$ cat src/rtl/eec_pkg.sv
package eec_pkg;
   typedef enum logic [1:0] {
      SEL_LOC  = 2'd0,
      SEL_BYTE = 2'd1,
      SEL_CMD  = 2'd2,
      SEL_NONE = 2'd3
   } reg_sel_e;

   localparam int CMD_RD_BIT   = 0;
   localparam int CMD_WR_BIT   = 1;
   localparam int CMD_BUSY_BIT = 2;
endpackage

$ cat src/rtl/eec_stall_timer.sv
module eec_stall_timer #(
   parameter int STALL_CYCLES = 4
) (
   input  logic clk,
   input  logic clr,
   input  logic start,
   output logic stall_o
);
   localparam int CW = (STALL_CYCLES < 1) ? 1 : $clog2(STALL_CYCLES + 1);

   initial assert (STALL_CYCLES >= 0) else $error("STALL_CYCLES must not be negative");

   generate
      if (STALL_CYCLES == 0) begin : g_no_stall
         assign stall_o = 1'b0;
      end else begin : g_stall
         logic [CW-1:0] left_q;
         logic [CW:0]   run_q;

         always_ff @(posedge clk) begin
            if (clr)
               left_q <= '0;
            else if (start)
               left_q <= CW'(STALL_CYCLES);
            else if (left_q != '0)
               left_q <= left_q - 1'b1;
         end

         assign stall_o = (left_q != '0);

         // checker: length of each stall window
         always_ff @(posedge clk) begin
            if (clr)
               run_q <= '0;
            else if (stall_o)
               run_q <= run_q + 1'b1;
            else
               run_q <= '0;
         end

         assert_stall_len_R3: assert property (@(posedge clk) disable iff (clr)
            $fell(stall_o) |-> (run_q == (CW+1)'(STALL_CYCLES)));
      end
   endgenerate
endmodule

$ cat src/rtl/eec_write_seq.sv
module eec_write_seq #(
   parameter int AW       = 6,
   parameter int DW       = 8,
   parameter int WR_TICKS = 4
) (
   input  logic          clk,
   input  logic          por_n,
   input  logic          rst_n,
   input  logic          start_req,
   input  logic          spm_busy,
   input  logic          tick,
   input  logic [AW-1:0] addr_in,
   input  logic [DW-1:0] data_in,
   output logic          busy_o,
   output logic          mem_we,
   output logic [AW-1:0] waddr_o,
   output logic [DW-1:0] wdata_o
);
   localparam int TW = $clog2(WR_TICKS + 1);

   initial assert (WR_TICKS >= 1) else $error("WR_TICKS must be at least 1");

   logic          busy_q;
   logic [TW-1:0] cnt_q;
   logic          last_tick;
   logic          accept;

   assign accept    = start_req && !busy_q && !spm_busy;
   assign last_tick = busy_q && tick && (cnt_q == TW'(WR_TICKS - 1));

   // a system reset only clears the engine when no write is running
   always_ff @(posedge clk) begin
      if (!por_n || (!rst_n && !busy_q)) begin
         busy_q  <= 1'b0;
         cnt_q   <= '0;
         waddr_o <= '0;
         wdata_o <= '0;
      end else if (accept) begin
         busy_q  <= 1'b1;
         cnt_q   <= '0;
         waddr_o <= addr_in;
         wdata_o <= data_in;
      end else if (last_tick) begin
         busy_q <= 1'b0;
         cnt_q  <= '0;
      end else if (busy_q && tick) begin
         cnt_q <= cnt_q + 1'b1;
      end
   end

   assign busy_o = busy_q;
   assign mem_we = last_tick;

   assert_no_spm_start_R8: assert property (@(posedge clk) disable iff (!por_n)
      $rose(busy_q) |-> $past(!spm_busy));

   assert_commit_clears_R6: assert property (@(posedge clk) disable iff (!por_n)
      mem_we |=> !busy_q);

   assert_busy_survives_R9: assert property (@(posedge clk) disable iff (!por_n)
      (busy_q && !mem_we) |=> busy_q);
endmodule

$ cat src/rtl/eeprom_ctrl.sv
module eeprom_ctrl
   import eec_pkg::*;
#(
   parameter int AW           = 6,
   parameter int DW           = 8,
   parameter int STALL_CYCLES = 4,
   parameter int WR_TICKS     = 4
) (
   input  logic          clk,
   input  logic          por_n,
   input  logic          rst_n,
   input  logic [1:0]    reg_sel,
   input  logic          reg_we,
   input  logic [DW-1:0] reg_wdata,
   output logic [DW-1:0] reg_rdata,
   output logic          cpu_stall,
   input  logic          osc_tick,
   input  logic          spm_busy,
   output logic [AW-1:0] mem_addr,
   input  logic [DW-1:0] mem_rdata,
   output logic          mem_we,
   output logic [DW-1:0] mem_wdata
);
   initial assert (AW >= 1 && AW <= DW) else $error("AW must lie in 1..DW");
   initial assert (DW > CMD_BUSY_BIT) else $error("DW too narrow for command bits");

   reg_sel_e      sel;
   logic          any_rst;
   logic          busy;
   logic          cmd_wr;
   logic          rd_go;
   logic          wr_req;
   logic [AW-1:0] loc_q;
   logic [DW-1:0] byte_q;
   logic [AW-1:0] eng_addr;

   assign sel     = reg_sel_e'(reg_sel);
   assign any_rst = !por_n || !rst_n;
   assign cmd_wr  = reg_we && (sel == SEL_CMD);
   assign rd_go   = cmd_wr && reg_wdata[CMD_RD_BIT] && !busy;
   assign wr_req  = cmd_wr && reg_wdata[CMD_WR_BIT] && rst_n;

   always_ff @(posedge clk) begin
      if (any_rst) begin
         loc_q  <= '0;
         byte_q <= '0;
      end else begin
         if (reg_we && sel == SEL_LOC && !busy)
            loc_q <= reg_wdata[AW-1:0];
         if (reg_we && sel == SEL_BYTE)
            byte_q <= reg_wdata;
         else if (rd_go)
            byte_q <= mem_rdata;
      end
   end

   eec_write_seq #(
      .AW(AW), .DW(DW), .WR_TICKS(WR_TICKS)
   ) u_wseq (
      .clk(clk), .por_n(por_n), .rst_n(rst_n),
      .start_req(wr_req), .spm_busy(spm_busy), .tick(osc_tick),
      .addr_in(loc_q), .data_in(byte_q),
      .busy_o(busy), .mem_we(mem_we),
      .waddr_o(eng_addr), .wdata_o(mem_wdata)
   );

   eec_stall_timer #(
      .STALL_CYCLES(STALL_CYCLES)
   ) u_stall (
      .clk(clk), .clr(any_rst), .start(rd_go), .stall_o(cpu_stall)
   );

   assign mem_addr = busy ? eng_addr : loc_q;

   always_comb begin
      reg_rdata = '0;
      unique case (sel)
         SEL_LOC:  reg_rdata = DW'(loc_q);
         SEL_BYTE: reg_rdata = byte_q;
         SEL_CMD:  reg_rdata[CMD_BUSY_BIT] = busy;
         default:  reg_rdata = '0;
      endcase
   end

   generate
      if (STALL_CYCLES > 0) begin : g_stall_chk
         assert_stall_follows_read_R3: assert property (@(posedge clk) disable iff (any_rst)
            rd_go |=> cpu_stall);
      end
   endgenerate

   assert_loc_frozen_R7: assert property (@(posedge clk) disable iff (any_rst)
      (busy && $past(busy) && $past(rst_n) && $past(por_n)) |-> $stable(loc_q));
endmodule

$ cat config.mk
export PLATFORM = sky130hd
export DESIGN_NAME = eeprom_ctrl
export DESIGN_NICKNAME = d
export VERILOG_FILES = /design/src/rtl/eec_pkg.sv /design/src/rtl/eec_stall_timer.sv /design/src/rtl/eec_write_seq.sv /design/src/rtl/eeprom_ctrl.sv
export SDC_FILE = /design/constraint.sdc
export NUM_CORES = 1
export LEC_CHECK = 0
export ABC_AREA = 1
export BUFFER_PORTS_ARGS = -buffer_cell sky130_fd_sc_hd__buf_2
export CORE_ASPECT_RATIO = 1.1
export CORE_MARGIN = 4
export CORE_UTILIZATION = 35
export DETAILED_ROUTE_END_ITERATION = 8
export HOLD_SLACK_MARGIN = 0.12
export PLACE_DENSITY_LB_ADDON = 0.05
export SLEW_MARGIN = 15
export SYNTH_ARGS = -nofsm -noshare
export SYNTH_HDL_FRONTEND = slang
export SYNTH_SLANG_ARGS = --single-unit
export TNS_END_PERCENT = 10
$ cat constraint.sdc
create_clock -name clk -period 1.7 [get_ports clk]
set_input_delay 0.085 -clock clk [delete_from_list [all_inputs] [get_ports clk]]
set_output_delay 0.085 -clock clk [all_outputs]
set_load 0.01 [all_outputs]
* Word-level counts from Yosys, hierarchy flattened
Cells that the tools add are included.
Cells by class: mux-type cells 10, equal/unequal tests 3, reduce and logical (&&, ||, !) cells 26, add/sub/neg operators 2
Operators with widths (count):
- 8-bit two-way mux | 2
- 1-bit logical AND | 13
- 5-bit one-hot mux with 2 select lines | 1
- 3-bit two-way mux | 2
- 6-bit two-way mux | 1
- 2-bit nonzero test | 3
- 1-bit zero test | 4
- 2-bit one-hot mux with 2 select lines | 1
- 3-bit by 1-bit adder with 3-bit output (second input constant) | 1
- 3-bit by 2-bit equality test with 1-bit output (second input constant) | 1
- 1-bit one-hot mux with 3 select lines | 1
- 3-bit nonzero test | 1
- 3-bit OR reduction | 1
- 3-bit by 1-bit subtractor with 3-bit output (second input constant) | 1
- 2-bit by 1-bit equality test with 1-bit output (second input constant) | 1
- 2-bit equality test (second input constant) | 1
- 2-bit zero test | 1
- 1-bit logical OR | 2
- 1-bit two-way mux | 2
- 2-bit OR reduction | 1
Word-level totals: output and inout bits 24, flip-flop bits (word level) 35, input bits 24, word-level logic and storage cells 49

* Depth between registers and ports, before layout
depth in word-level cells 7, depth in mapped cells 9, gate-level depth less buffers 7

* Hierarchy
A second synthesis with hierarchy kept.
Second synthesis, totals: cell total of the unflattened synthesis 290, area, all modules 1946.9 µm²
Modules (own cells, without submodules):
- eeprom_ctrl | sequential area each 280.3 µm², area an instance 904.6 µm², cells each 146, instances 1
- eec_write_seq | sequential area each 360.3 µm², area an instance 867.1 µm², cells each 118, instances 1
- eec_stall_timer | sequential area each 60.1 µm², area an instance 175.2 µm², cells each 26, instances 1

* Worst setup path after synthesis
OpenSTA, ideal clock, no wires.
path kind flip-flop to flip-flop, start register u_wseq.busy_q (netlist: u_wseq.busy_o), end register u_wseq.waddr_o[2], stages on the path, launching flop included 9, period minus slack after synthesis 1.183 ns, slack 0.517 ns, library setup time 0.114 ns, data arrival time 1.069 ns, buffers on the path 2, cell sequence dfxtp_1 > buf_2 > inv_2 > nand2_1 > nor2_1 > nand2_2 > buf_2 > o21bai_1 > nor2_1
Between the ends: word-level cells in the longest chain between the ends 3, elaborated cells on any way between the ends 5, classes of those cells reduce/logical (5)
Ends and longest elaborated chain:
- from (decl) | line eec_write_seq.sv:23 | logic busy_q;
- from (signal assigned) | line eec_write_seq.sv:34 | busy_q <= 1'b0;
- from (signal assigned) | line eec_write_seq.sv:39 | busy_q <= 1'b1;
- from (signal assigned) | line eec_write_seq.sv:44 | busy_q <= 1'b0;
- 1-bit zero test * | line eec_write_seq.sv:28, eec_write_seq.sv:33
- 1-bit logical AND, on equally long branches | line eec_write_seq.sv:28, eec_write_seq.sv:33
- 1-bit logical AND or 1-bit logical OR (tied branches) | line eec_write_seq.sv:28, eec_write_seq.sv:33
- to (signal assigned) | line eec_write_seq.sv:41 | waddr_o <= addr_in;
- to (decl) | line eec_write_seq.sv:16 | output logic [AW-1:0] waddr_o,
Every way passes the cells marked *; elsewhere a longest branch is shown, timed or not. A chain may end at the register's enable or synchronous reset.

* Worst setup path in the final report
start register u_wseq.busy_q (netlist: u_wseq.busy_o), end register u_wseq.cnt_q[0]
Between the ends: word-level cells in the longest chain between the ends 4, elaborated cells on any way between the ends 8, classes of those cells reduce/logical (8)
Ends and longest elaborated chain:
- 1-bit zero test | line eec_write_seq.sv:28, eec_write_seq.sv:33
- 1-bit logical AND, on equally long branches | line eec_write_seq.sv:33, eec_write_seq.sv:28
- 1-bit logical OR or 1-bit logical AND (tied branches) | line eec_write_seq.sv:33, eec_write_seq.sv:28
- 3-bit OR reduction (no line)
- to (signal assigned) | line eec_write_seq.sv:47 | cnt_q <= cnt_q + 1'b1;
- to (decl) | line eec_write_seq.sv:24 | logic [TW-1:0] cnt_q;
Several ways; a longest one is shown, not always the timed one.

==> flow_summary.ini <==
[clock_network]
max-clock-path-buffers = 2
post_cts_buffers = 0
ctsHoldBuffers = 5
cts_tree = built
numClockSinks = 35
path_clk_slew_ns = 0.07
root_buffer = clkbuf_8
insertion_delay_ns = 0.29
cts_resized = 0
cts_buffers = 5
h-tree-depth = 2

[floorplanning]
dieArea_mm2 = 0.00619
rows = 26
fp.dieH_um = 82.1
core_area_mm2 = 0.00475
fp.dieW_um = 75.4
io_pins = 48
initial_core_util_pct = 36.8

[placement]
dpl.hpwl_mm = 3.31
io_buffers = 47
placed_cells = 353
gp_congestion = 0.776

[yosys]
synth_edf_count = 0
avgSynthCellArea_um2 = 6.80
ys_top_cells_by_area = dfxtp_1, nor2_1, nand2_1, nand3_1, o21bai_1
synth_nets = 286
syn-cell-area_mm2 = 0.00175
yosys-top-cells-count = nor2_1, nand2_1, dfxtp_1
synth_top_cell_by_area = dfxtp_1
yosysWarningCount = 0
synth-main-ff-cell = dfxtp_1
async_reset_ff_share_pct = 0
synth_top_cell_area_share_pct = 40.1
ys_seq_area_share_pct = 40.1
synthDistinctLibCells = 22
ys_ff_latch = 35
syn_inst = 257
yosysMostFrequentCell = nor2_1

[worst_setup_path]
reg2reg_from = u_wseq.busy_o
path_max_fanout = 16
rr_worst_depth = 4
worst_ep_required_time_ns = 1.88
worstSetupStartpoint = u_wseq.busy_o
end_kind = flip-flop
r2r_end = u_wseq.cnt_q[0]
critical_path_arrival_ns = 1.66
start_kind = flip-flop
path_class = reg2reg
r2r_slack_ns = 0.21

[worst_hold_path]
hp-start = mem_rdata[6]
holdCritPathClass = in2reg
worstHoldPathCells = 5
min_to = byte_q[6]

[pwr]
swShare_pct = 25.2
clkPwrFrac_pct = 37.2
pwr-share-comb_pct = 11.7
peakVddDrop_uv = 367
power_leakage_nw = 1.04
p_sw_mw = 0.413
p_int_mw = 1.23
power.share.sequential_pct = 51.1
power_density_mw_per_mm2 = 762

[sta]
drv_slew = 0
rsz0062_at_grt = false
layout_min_cycle_time_ns = 1.49
clock.fmax_mhz = 673
fin_crit_sh_pct = 87.4
worst_pin_slew_ns = 0.912
finalClockSkew_ns = 0.00678
max_slew_margin_pct = 38.8
hold_viol = 0
setup_viol = 0
fin_tns_setup_ns = 0

[global_routing]
antenna_found_initial = 0
grt_max_degree = 18
overflow = 0
grt_pass1_wl_mm = 7.59
grt_util_all_layers_pct = 16.0
grt_pass1_vias = 1609

[drt]
drc = 0
first_pass_iters = 4
detail_route.wl_per_cell_um = 12.4
via_per_inst = 4.66
wl_mm = 4.54
drt_iter0_markers = 86
vias = 1700
ant_nets = 0

[cells_and_area]
stdcell_count = 365
layout-drive-gt1-share_pct = 21.4
area_growth_pct = 23.2
layout.nets = 338
antennaDiodeCount = 0
fillers = 523

[run]
maxCapViolCount = 0

[outcome]
status = completed
## power groups by stage
stage	logic [mW]	clock network (mW)	registers [mW]
floorplan	0.117	0	0.856
global placement	0.184	0	0.857
global route	0.218	0.668	0.840
detailed placement	0.183	0	0.857
CTS	0.192	0.634	0.838
finish	0.191	0.610	0.839
## how the worst max path moves through the flow
| stage | endpoint | cells after the start | slack (ns) |
|---|---|---|---|
| finish | u_wseq.cnt_q[0] | 4 | 0.21 |
| global route | u_wseq.cnt_q[1] | 4 | 0.07 |
| CTS | u_wseq.cnt_q[0] | 4 | 0.18 |
| detailed placement | u_wseq.cnt_q[0] | 4 | 0.19 |
| global placement | u_wseq.wdata_o[2] | 8 | 0.17 |
| floorplan | u_wseq.waddr_o[2] | 8 | 0.52 |
## critical path: stages, from the launching register on
cell     delay (ns)
dfxtp_1        0.32
o21ai_1        0.72
inv_1          0.13
nand3_1        0.16
nor2_1         0.05
## cell usage in the layout (no fill, tap or decap), drive strengths merged
cell / count
o21ai: 14
o21bai: 14
buf: 49
o221ai: 1
nand2: 50
nor2: 60
xor2: 1
a31oi: 1
dlygate4sd3: 5
clkbuf: 6
a21oi: 8
dfxtp: 35
nand3: 23
ha: 5
inv: 31
clkinv: 1
o22ai: 5
## logic make-up (layout without fill, tap and decap cells)
logic type	after synthesis	count (layout)	share of synthesized area, %
AND/OR/NAND/NOR	133	133	31.2
AO/OA/AOI/OAI	43	43	15.0
adder cells (fa/ha/maj)	5	5	3.58
buffers and inverters	40	92	9.66
XOR/XNOR	1	1	0.501
flip-flops	35	35	40.1
## through the flow
step                      utilization (%)  cell area (um2)  power, mW  worst slack [ns]  hold WS (ns)
final                                45.3             2150       1.64             0.215         0.120
after global routing                 45.3             2150       1.73            0.0673         0.148
after CTS                            45.3             2150       1.66             0.183         0.122
after detailed placement             42.4             2020       1.04             0.194         0.381
after global placement               42.4             2020       1.04             0.174         0.383
after floorplan                         -             1750      0.973             0.517         0.225
## flip-flops by register name, indices dropped and copies added, names as in the netlist
name,cells
byte_q,8
loc_q,6
u_stall.g_stall.left_q,3
u_wseq.busy_o,1
u_wseq.cnt_q,3
u_wseq.waddr_o,6
u_wseq.wdata_o,8
## area by class of cell
cell class              count  area [um2]  share of cell area, %
clock buffers               6        82.6                   3.83
clock inverters             1        5.00                  0.232
flip-flops and latches     35         701                   32.5
repair buffers             54         300                   13.9
inverters                  31         116                   5.40
well taps                  56        70.1                   3.25
multi-input cells         182         878                   40.8
## routing by layer
metal	vias to the layer above	GRT usage (%)	wire length [um]
met5	-	0	0
li1	922	-	-
met4	0	5.07	58
met2	39	25.7	2090
met3	5	3.51	222
met1	734	21.3	2170
(Power assumes the default switching activity.)
